--- config.mk ---
export PLATFORM = sky130hd
export DESIGN_NAME = vsw_ctrl_regs
export DESIGN_NICKNAME = d
export VERILOG_FILES = /design/src/rtl/vsw_pkg.sv /design/src/rtl/vsw_line_sync.sv /design/src/rtl/vsw_i2c_engine.sv /design/src/rtl/vsw_reg_image.sv /design/src/rtl/vsw_ctrl_regs.sv
export SDC_FILE = /design/constraint.sdc
export NUM_CORES = 1
export LEC_CHECK = 0
export ABC_CLOCK_PERIOD_IN_PS = 2600
export BUFFER_PORTS_ARGS = -buffer_cell sky130_fd_sc_hd__buf_2
export CAP_MARGIN = 30
export CORE_ASPECT_RATIO = 0.5
export CORE_UTILIZATION = 29
export DETAILED_ROUTE_END_ITERATION = 12
export PLACE_DENSITY = 0.5
export SYNTH_ARGS = -nofsm -noshare
export SYNTH_HDL_FRONTEND = slang
export SYNTH_SLANG_ARGS = --single-unit
--- constraint.sdc ---
create_clock -name clk -period 2.6 [get_ports clk]
set_input_delay 0.26 -clock clk [delete_from_list [all_inputs] [get_ports clk]]
set_output_delay 0.26 -clock clk [all_outputs]
set_load 0.02 [all_outputs]
--- src/rtl/vsw_pkg.sv ---
package vsw_pkg;

  localparam int VSW_NBYTES = 6;
  localparam int VSW_IDXW   = 3;

  typedef logic [VSW_NBYTES-1:0][7:0] vsw_image_t;

  typedef enum logic [2:0] {
    ST_IDLE, ST_ADDR, ST_AACK, ST_WDAT, ST_WACK, ST_RDAT, ST_RACK
  } vsw_state_e;

  // Power-on content of each image byte.
  function automatic logic [7:0] vsw_reset_byte(input logic [VSW_IDXW-1:0] k);
    case (k)
      3'd0:    return 8'h20;
      3'd1:    return 8'h05;
      3'd4:    return 8'h09;
      default: return 8'h00;
    endcase
  endfunction

  // Bit positions without a function, forced to one on read.
  function automatic logic [7:0] vsw_spare_mask(input logic [VSW_IDXW-1:0] k);
    case (k)
      3'd0:    return 8'h03;
      3'd2:    return 8'h01;
      3'd3:    return 8'h1F;
      default: return 8'h00;
    endcase
  endfunction

  function automatic logic [7:0] vsw_readback(input vsw_image_t img,
                                              input logic [VSW_IDXW-1:0] sel,
                                              input logic [1:0] fs1,
                                              input logic [1:0] fs2);
    logic [7:0] b;
    if (sel >= VSW_IDXW'(VSW_NBYTES)) return 8'hFF;
    b = img[sel] | vsw_spare_mask(sel);
    if (sel == VSW_IDXW'(VSW_NBYTES - 1)) b[3:0] = {fs1, fs2};
    return b;
  endfunction

  // The AD path uses codes 0..4 as sources, the rest mute.
  function automatic logic vsw_adc_muted(input logic [2:0] code);
    return code > 3'd4;
  endfunction

endpackage

--- src/rtl/vsw_line_sync.sv ---
module vsw_line_sync #(
  parameter int STAGES = 2
) (
  input  logic clk,
  input  logic rst_n,
  input  logic scl_i,
  input  logic sda_i,
  output logic sda_s,
  output logic scl_rise,
  output logic scl_fall,
  output logic start_evt,
  output logic stop_evt
);
  logic [STAGES-1:0] scl_q, sda_q;
  logic scl_d, sda_d, scl_s;

  always_ff @(posedge clk or negedge rst_n) begin
    if (!rst_n) begin
      scl_q <= '1;
      sda_q <= '1;
      scl_d <= 1'b1;
      sda_d <= 1'b1;
    end else begin
      scl_q <= {scl_q[STAGES-2:0], scl_i};
      sda_q <= {sda_q[STAGES-2:0], sda_i};
      scl_d <= scl_s;
      sda_d <= sda_s;
    end
  end

  assign scl_s     = scl_q[STAGES-1];
  assign sda_s     = sda_q[STAGES-1];
  assign scl_rise  = scl_s & ~scl_d;
  assign scl_fall  = ~scl_s & scl_d;
  assign start_evt = scl_s & scl_d & sda_d & ~sda_s;
  assign stop_evt  = scl_s & scl_d & ~sda_d & sda_s;
endmodule

--- src/rtl/vsw_i2c_engine.sv ---
module vsw_i2c_engine
  import vsw_pkg::*;
#(
  parameter logic [5:0] ADDR_BASE = 6'b100100
) (
  input  logic                clk,
  input  logic                rst_n,
  input  logic                sda_s,
  input  logic                scl_rise,
  input  logic                scl_fall,
  input  logic                start_evt,
  input  logic                stop_evt,
  input  logic                addr_pin,
  input  logic [7:0]          rd_byte,
  output logic [VSW_IDXW-1:0] rd_sel,
  output logic                sda_pull,
  output logic                wr_stb,
  output logic [VSW_IDXW-1:0] wr_idx,
  output logic [7:0]          wr_byte,
  output logic                commit_stb
);
  localparam logic [VSW_IDXW-1:0] END_IDX = VSW_IDXW'(VSW_NBYTES);

  vsw_state_e          state;
  logic [3:0]          bitcnt;
  logic [7:0]          shreg;
  logic [VSW_IDXW-1:0] idx;
  logic                rw, wr_sess, mack;
  logic                addr_match;

  assign addr_match = (shreg[7:1] == {ADDR_BASE, addr_pin});
  assign rd_sel     = (state == ST_RACK) ? idx + 1'b1 : idx;

  always_ff @(posedge clk or negedge rst_n) begin
    if (!rst_n) begin
      state <= ST_IDLE; bitcnt <= '0; shreg <= '0; idx <= '0;
      rw <= 1'b0; wr_sess <= 1'b0; mack <= 1'b1; sda_pull <= 1'b0;
      wr_stb <= 1'b0; wr_idx <= '0; wr_byte <= '0; commit_stb <= 1'b0;
    end else begin
      wr_stb     <= 1'b0;
      commit_stb <= 1'b0;
      if (start_evt) begin
        state <= ST_ADDR; bitcnt <= '0; idx <= '0; sda_pull <= 1'b0;
      end else if (stop_evt) begin
        state <= ST_IDLE; sda_pull <= 1'b0;
        commit_stb <= wr_sess;
        wr_sess <= 1'b0;
      end else begin
        case (state)
          ST_ADDR: begin
            if (scl_rise) begin
              shreg <= {shreg[6:0], sda_s}; bitcnt <= bitcnt + 4'd1;
            end else if (scl_fall && bitcnt == 4'd8) begin
              if (addr_match) begin
                state <= ST_AACK; sda_pull <= 1'b1; rw <= shreg[0];
                if (!shreg[0]) wr_sess <= 1'b1;
              end else begin
                state <= ST_IDLE;
              end
            end
          end
          ST_AACK: if (scl_fall) begin
            bitcnt <= '0;
            if (rw) begin
              state <= ST_RDAT; shreg <= rd_byte; sda_pull <= ~rd_byte[7];
            end else begin
              state <= ST_WDAT; sda_pull <= 1'b0;
            end
          end
          ST_WDAT: begin
            if (scl_rise) begin
              shreg <= {shreg[6:0], sda_s}; bitcnt <= bitcnt + 4'd1;
            end else if (scl_fall && bitcnt == 4'd8) begin
              if (idx < END_IDX) begin
                wr_stb <= 1'b1; wr_idx <= idx; wr_byte <= shreg; sda_pull <= 1'b1;
              end
              state <= ST_WACK;
            end
          end
          ST_WACK: if (scl_fall) begin
            sda_pull <= 1'b0; bitcnt <= '0; state <= ST_WDAT;
            if (idx < END_IDX) idx <= idx + 1'b1;
          end
          ST_RDAT: if (scl_fall) begin
            if (bitcnt == 4'd7) begin
              sda_pull <= 1'b0; bitcnt <= '0; state <= ST_RACK;
            end else begin
              shreg <= {shreg[6:0], 1'b1}; sda_pull <= ~shreg[6];
              bitcnt <= bitcnt + 4'd1;
            end
          end
          ST_RACK: begin
            if (scl_rise) mack <= sda_s;
            else if (scl_fall) begin
              if (!mack) begin
                state <= ST_RDAT; shreg <= rd_byte; sda_pull <= ~rd_byte[7];
                if (idx < END_IDX) idx <= idx + 1'b1;
              end else begin
                state <= ST_IDLE;
              end
            end
          end
          default: ;
        endcase
      end
    end
  end
endmodule

--- src/rtl/vsw_reg_image.sv ---
module vsw_reg_image
  import vsw_pkg::*;
(
  input  logic                clk,
  input  logic                rst_n,
  input  logic                wr_stb,
  input  logic [VSW_IDXW-1:0] wr_idx,
  input  logic [7:0]          wr_byte,
  input  logic                commit_stb,
  input  logic [VSW_IDXW-1:0] rd_sel,
  input  logic [1:0]          fs1_lvl,
  input  logic [1:0]          fs2_lvl,
  output vsw_image_t          live_img,
  output logic [7:0]          rd_byte
);
  vsw_image_t stage_img;

  always_ff @(posedge clk or negedge rst_n) begin
    if (!rst_n) begin
      for (int i = 0; i < VSW_NBYTES; i++) begin
        stage_img[i] <= vsw_reset_byte(VSW_IDXW'(i));
        live_img[i]  <= vsw_reset_byte(VSW_IDXW'(i));
      end
    end else begin
      if (wr_stb) stage_img[wr_idx] <= wr_byte;
      if (commit_stb) live_img <= stage_img;
    end
  end

  assign rd_byte = vsw_readback(live_img, rd_sel, fs1_lvl, fs2_lvl);
endmodule

--- src/rtl/vsw_ctrl_regs.sv ---
module vsw_ctrl_regs
  import vsw_pkg::*;
#(
  parameter int         SYNC_STAGES = 2,
  parameter logic [5:0] ADDR_BASE   = 6'b100100
) (
  input  logic       clk,
  input  logic       rst_n,
  input  logic       scl_i,
  input  logic       sda_i,
  output logic       sda_pull_o,
  input  logic       addr_pin,
  input  logic       mute_all_n,
  input  logic [1:0] fs1_lvl,
  input  logic [1:0] fs2_lvl,
  output logic [2:0] adc_src,
  output logic [2:0] auxy_src,
  output logic [1:0] l1y_src,
  output logic [1:0] auxc_src,
  output logic [1:0] rc_src,
  output logic [1:0] gb_src,
  output logic [1:0] vps_src,
  output logic [5:0] path_mute,
  output logic       enc_gain8,
  output logic       vps_gain6,
  output logic       lpf_en,
  output logic       rc_bias,
  output logic       rc_enc_rgb,
  output logic       auxc_hiz,
  output logic       b_hiz,
  output logic       standby,
  output logic [3:0] par_o,
  output logic [3:0] asw_o,
  output logic [1:0] fsl_mode,
  output logic [1:0] fsa_mode
);
  logic                sda_s, scl_rise, scl_fall, start_evt, stop_evt;
  logic                wr_stb, commit_stb;
  logic [VSW_IDXW-1:0] wr_idx, rd_sel;
  logic [7:0]          wr_byte, rd_byte;
  vsw_image_t          live_img;
  logic [5:0]          code_mute;

  vsw_line_sync #(.STAGES(SYNC_STAGES)) u_sync (
    .clk(clk), .rst_n(rst_n), .scl_i(scl_i), .sda_i(sda_i),
    .sda_s(sda_s), .scl_rise(scl_rise), .scl_fall(scl_fall),
    .start_evt(start_evt), .stop_evt(stop_evt));

  vsw_i2c_engine #(.ADDR_BASE(ADDR_BASE)) u_eng (
    .clk(clk), .rst_n(rst_n), .sda_s(sda_s), .scl_rise(scl_rise),
    .scl_fall(scl_fall), .start_evt(start_evt), .stop_evt(stop_evt),
    .addr_pin(addr_pin), .rd_byte(rd_byte), .rd_sel(rd_sel),
    .sda_pull(sda_pull_o), .wr_stb(wr_stb), .wr_idx(wr_idx),
    .wr_byte(wr_byte), .commit_stb(commit_stb));

  vsw_reg_image u_img (
    .clk(clk), .rst_n(rst_n), .wr_stb(wr_stb), .wr_idx(wr_idx),
    .wr_byte(wr_byte), .commit_stb(commit_stb), .rd_sel(rd_sel),
    .fs1_lvl(fs1_lvl), .fs2_lvl(fs2_lvl), .live_img(live_img),
    .rd_byte(rd_byte));

  assign adc_src    = live_img[0][7:5];
  assign auxy_src   = live_img[0][4:2];
  assign l1y_src    = live_img[1][7:6];
  assign auxc_src   = live_img[1][5:4];
  assign rc_src     = live_img[1][3:2];
  assign gb_src     = live_img[1][1:0];
  assign vps_src    = live_img[2][7:6];
  assign enc_gain8  = live_img[2][5];
  assign vps_gain6  = live_img[2][4];
  assign lpf_en     = live_img[2][3];
  assign rc_bias    = live_img[2][2];
  assign rc_enc_rgb = live_img[2][1];
  assign auxc_hiz   = live_img[3][7];
  assign b_hiz      = live_img[3][6];
  assign standby    = live_img[3][5];
  assign par_o      = live_img[4][7:4];
  assign asw_o      = live_img[4][3:0];
  assign fsl_mode   = live_img[5][7:6];
  assign fsa_mode   = live_img[5][5:4];

  assign code_mute = {gb_src[1], rc_src[1], auxc_src[1], auxy_src[2],
                      l1y_src[1], vsw_adc_muted(adc_src)};
  assign path_mute = code_mute | {6{~mute_all_n}};
endmodule

==> results of run 1 <==
metrics by stage:
step / std cells / power (mW) / cell area (um^2)
final: 783 / 4.91 / 6580
after global routing: 783 / 5.15 / 6580
after CTS: 783 / 4.95 / 6580
after detailed placement: 748 / 2.69 / 5980
after global placement: 748 / 2.69 / 5980
after floorplan: 469 / 2.47 / 5570
sequential cells by signal, indices dropped and copies added (netlist names):
register / flops
u_eng.idx: 3
u_eng.wr_stb: 1
u_eng.wr_idx: 3
u_eng.wr_byte: 8
u_sync.sda_d: 1
u_eng.rw: 1
u_eng.state: 3
u_sync.sda_q: 2
u_eng.wr_sess: 1
u_eng.bitcnt: 4
u_sync.scl_d: 1
u_eng.mack: 1
u_eng.sda_pull: 1
u_sync.scl_q: 2
u_eng.shreg: 8
u_eng.commit_stb: 1
u_img.stage_img: 36
u_img.live_img: 36
per-layer routing:
layer | up-vias | routed length, um
met2 | 51 | 6220
met4 | 0 | 83
met5 | - | 0
met3 | 8 | 301
met1 | 1931 | 7000
li1 | 1740 | -
worst paths after layout:
path                                 startpoint                  to  cells after the start
worst max-delay path            u_sync.scl_q[1]      u_eng.shreg[4]                      6
worst min-delay path                 fs2_lvl[1]      u_eng.shreg[1]                      5
worst max register to register  u_sync.scl_q[1]      u_eng.shreg[4]                      6
worst min register to register  u_sync.scl_q[0]     u_sync.scl_q[1]                      0
max in group asynchronous                 rst_n        u_sync.sda_d                      3
min in group asynchronous                 rst_n  u_img.live_img[13]                      2
cell families after synthesis:
logic type,count (synthesis),synth area share (%)
multiplexers,101,20.6
AO/OA/AOI/OAI,62,7.55
flip-flops,113,51.2
buffers and inverters,57,6.20
AND/OR/NAND/NOR,127,12.6
XOR/XNOR,6,1.28
adder cells (fa/ha/maj),3,0.674
power by group through the flow:
stage	combinational, mW	clock, mW	sequential (mW)
after floorplan	0.488	0	1.98
after global routing	0.766	2.37	2.01
after detailed placement	0.676	0	2.01
after global placement	0.673	0	2.01
final	0.681	2.23	1.99
after CTS	0.680	2.28	1.99
layout make-up:
type / count / area, um^2
clock buffers: 18 / 439
inverters: 7 / 26.3
well taps: 259 / 324
fillers: 1790 / 12000
flip-flops and latches: 113 / 2850
clock inverters: 14 / 130
repair buffers: 73 / 440
multi-input cells: 299 / 2370
cells in the mapped netlist, drive strengths merged (3+ instances only):
master   n
nand3b   3
nand2b  15
nor2    23
clkbuf   8
inv      7
nor2b    3
dfrtp   96
xnor2    5
nand2   40
nor4     3
dfstp   17
a21oi   13
nand4    3
mux2    84
a22o     3
buf     42
o31ai    4
nor3b    3
nand3    5
nand4b   3
a21o     3
mux2i   15
a22oi    3
nor3    10
o21ai   17
or3      3
ha       3
worst max-delay path, delay by kind of cell, from the launching register on:
kind             cells  cell delay, ns
AND/OR/NAND/NOR      3            0.79
flip-flops           1            0.57
AO/OA/AOI/OAI        3            0.74
repair_timing:
item / in CTS / in global routing
hold buffers: 3 / 0
hold endpoints to repair: 34 / 0
setup endpoints to repair: 0 / 0
==> flow_summary.toml, run 1 <==
[floorplanning]
die_width_um = 198
die_h_um = 100
die_area_mm2 = 0.0198
ios = 53
coreArea_mm2 = 0.0186
initial_core_util_pct = 29.9
rows = 35

[power]
switching_share_pct = 29.0
p_sw_mw = 1.42
cell_internal_pwr_mw = 3.48
power_frac_comb_pct = 13.9
p_leak_nw = 3.13
power_density_mw_per_mm2 = 745
clkPwrFrac_pct = 45.5
share_seq_of_total_power_pct = 40.6
max-vdd-ir-drop_uv = 446

[hold_path]
hold_path_class = "in2reg"

[placement]
gp_congestion = 0.840
port_buffers = 52
dp_hpwl_um = 9570
place_ws_ns = 0.426

[sta]
min_period_over_period_pct = 85.4
hold_violations = 0
setup_ws_ns = 0.380
worst_pin_slew_ns = 0.685
fin_setup_tns_ns = 0
max_slew_margin_pct = 54.1
period_needed_ns = 2.22
rsz0062_at_grt = "false"
slew_violations = 0
finalClockSkew_ns = 0.0130
setup_violations = 0
fmax_mhz = 450
hold-worst-slack_ns = 0.316

[critical_path]
setup.worst_path.start_class = "flip-flop"
crit_arrival_ns = 2.52
rrSetupSlack_ns = 0.38
timing.critical_path.slowest_cell_delay_ns = 0.57
cp.required_ns = 2.90
cp_cell_sequence = "nand2b_1 -> o21ai_0 -> a221o_1 -> nand4_1 -> nor3_1 -> a22o_1"
crit_type = "reg2reg"
crit_path_top_delay_cell = "dfstp_2"
cp_max_fo = 11
cp-end-kind = "flip-flop"

[global_routing]
grt_max_degree = 47
grt_util_met1_pct = 20.9
grtUsageMet3_pct = 2.82
grt_remaining_overflow = 0
gr-usage-all-layers_pct = 14.8
grt_pass1_wl_um = 21800
grt_pass1_vias = 3708
grt_antenna_before_repair = 0
grtUsageMet2_pct = 22.3
busiest_layer = "met2"

[routing]
via_count = 3730
antenna_left = 0
wirelength_um = 13600
routedWlPerCell_um = 17.4
drt_pass1_iterations = 4
dr.first_iter.drc_count = 222
route.detailed.drc = 0
vias_per_cell = 4.76

[cts]
cts_tree = "done"
cts-resized-gates = 0
insertion_delay_ns = 0.41
cts_buffers = 17
cts_root_buffer = "clkbuf_16"
clk_pin_slew_ns = 0.05
cts_max_level = 4
cts_setup_buffers = 0
clock-sinks = 113
cts_buffer_depth = 2

[final_layout]
final_common_cell = "dfrtp_1"
layout_common_cells = "dfrtp_1, mux2_2, buf_2"
areaGrowthSynthToFinish_pct = 18.2
diodes = 0
fin_nets = 524
drive_gt1_share_pct = 41.4
fin_util_pct = 35.4

[logic_synthesis]
yosysTopAreaCell = "dfrtp_1"
ys_ff_latch = 113
syn_nets = 482
async_flop_share_pct = 100
yosys_warnings = 0
synthesis.area_mm2 = 0.00557
synth_edf_count = 0
avgSynthCellArea_um2 = 11.9
synth_area_leaders = "dfrtp_1, mux2_2, dfstp_2"
ys_types = 62
seq_area_frac_synth_pct = 51.2
synth_flop_cell = "dfrtp_1"
postSynthCellCount = 469
synth_top_area_share_pct = 43.1

[run_status]
status = "finished clean"

[run]
maxCapViolCount = 0
Power figures use the tool's default switching activity.
==> run 2: changes to the inputs <==
MAX_ROUTING_LAYER = met4   (was not set)
==> run 2 against run 1 <==
Count of clock-buffer cells in the layout unchanged; sequential share of layout area did not move; combinational power about the same.
==> flow_summary.toml, run 2 (synthesis gave the netlist of run 1 again) <==
[cts]
cts-resized-gates = 0
insertion_delay_ns = 0.41
cts_max_level = 4
cts_root_buffer = "clkbuf_16"
cts_buffers = 17
clock-sinks = 113
cts_tree = "done"
cts_setup_buffers = 0
clk_pin_slew_ns = 0.06
cts_buffer_depth = 2

[critical_path]
cp_cell_sequence = "nand2b_1 -> o21ai_0 -> a221o_1 -> nand4_1 -> nor3_1 -> a22o_1"
critical-path-top-delay-family = "simple AND/OR/NAND/NOR gates"
crit_path_top_delay_cell = "dfstp_2"
crit_type = "reg2reg"
worstReg2RegStart = "u_sync.scl_q[1]"
cp_max_fo = 11
cp-end-kind = "flip-flop"
timing.critical_path.slowest_cell_delay_ns = 0.57
critPathBufInv = 0
cp.required_ns = 2.90
crit_arrival_ns = 2.53
startpoint = "u_sync.scl_q[1]"
setup.worst_path.start_class = "flip-flop"

[final_layout]
diodes = 0
largestRegisters = "u_img.live_img (36), u_img.stage_img (36)"
layout_common_cells = "dfrtp_1, mux2_2, buf_2"
final_common_cell = "dfrtp_1"
drive_gt1_share_pct = 41.4
fin_nets = 524
areaGrowthSynthToFinish_pct = 18.2
multi_input_area_mm2 = 0.00237
fill_cells = 1790
seq_area_mm2 = 0.00285

[sta]
finalClockSkew_ns = 0.0132
fin_setup_tns_ns = 0
worst_pin_slew_ns = 0.642
slew_violations = 0
rsz0062_at_grt = "false"
max_slew_margin_pct = 57.0
fmax_mhz = 448
min_period_over_period_pct = 85.9
setup_violations = 0
period_needed_ns = 2.23
hold-worst-slack_ns = 0.312
hold_violations = 0

[run]
maxCapViolCount = 0

[global_routing]
grt_max_degree = 47
grt_pass1_wl_um = 21800
grt_remaining_overflow = 0
grt_pass1_vias = 3710
grt_antenna_before_repair = 0
gr-usage-all-layers_pct = 15.2

[floorplanning]
initial_core_util_pct = 29.9
ios = 53
die_area_mm2 = 0.0198
coreArea_mm2 = 0.0186
rows = 35
die_h_um = 100
die_width_um = 198

[hold_path]
min_from = "fs2_lvl[1]"
hold_path_class = "in2reg"

[routing]
route.detailed.drc = 0
dr.first_iter.drc_count = 231
top_layer_used = "met4"
wirelength_um = 13600
wl_met3_um = 341
vias_per_cell = 4.78
via_count = 3743
routedWlPerCell_um = 17.3
drt-met1-wl_um = 6940
wl_met2_um = 6230
antenna_left = 0
drt_pass1_iterations = 4

[power]
max-vdd-ir-drop_uv = 448
p_leak_nw = 3.13
power_density_mw_per_mm2 = 745

[placement]
dp_hpwl_um = 9570
gp_congestion = 0.853
port_buffers = 52

[run_status]
status = "finished clean"
==> run 2: where the power goes <==
| part | internal (mW) | leakage (nW) | switching, mW |
|---|---|---|---|
| combinational | 0.260 | 1.36 | 0.420 |
| clock | 1.35 | 0.278 | 0.884 |
| sequential | 1.87 | 1.49 | 0.118 |
==> run 2: final timing paths <==
| path | endpoint | slack (ns) | cells after the start |
|---|---|---|---|
| worst max-delay path | u_eng.shreg[4] | 0.37 | 6 |
| worst min-delay path | u_eng.shreg[1] | 0.31 | 5 |
| worst max register to register | u_eng.shreg[4] | 0.37 | 6 |
| worst min register to register | u_sync.scl_q[1] | 0.37 | 0 |
| max in group asynchronous | u_sync.sda_d | 1.42 | 3 |
| min in group asynchronous | u_img.live_img[13] | 0.36 | 2 |
==> run 2: layout make-up <==
class                      count  share of cell area, %
sequential                   113                   43.3
multi-input combinational    299                   36.1
timing repair buffer          73                   6.69
clock buffer                  18                   6.67
tap                          259                   4.92
clock inverter                14                   1.98
inverter                       7                  0.399
==> run 2: routing by layer <==
layer | GRT usage (%) | up-vias
li1 | - | 1745
met1 | 21.0 | 1924
met2 | 22.3 | 67
met3 | 2.92 | 7
met4 | 5.49 | 0
met5 | - | -
==> run 2: worst min-delay path, cell delays in order <==
cell and delay, ns:
buf_2 0.10, nand2_1 0.05, nand4_1 0.10, o2111ai_1 0.11, a21oi_1 0.06
==> run 2: per-stage QoR <==
stage	setup WS, ns	util [%]	std cells	power [mW]	cell area (um^2)
floorplan	0.582	-	469	2.47	5570
global placement	0.482	32.2	748	2.69	5980
finish	0.367	35.4	783	4.91	6580
detailed placement	0.426	32.2	748	2.69	5980
global route	0.229	35.4	783	5.15	6580
CTS	0.413	35.4	783	4.95	6580
==> run 2: repair_timing <==
action	in CTS	in global routing
endpoints found under the hold margin	34	0
hold buffers	3	0
setup endpoints to repair	0	0
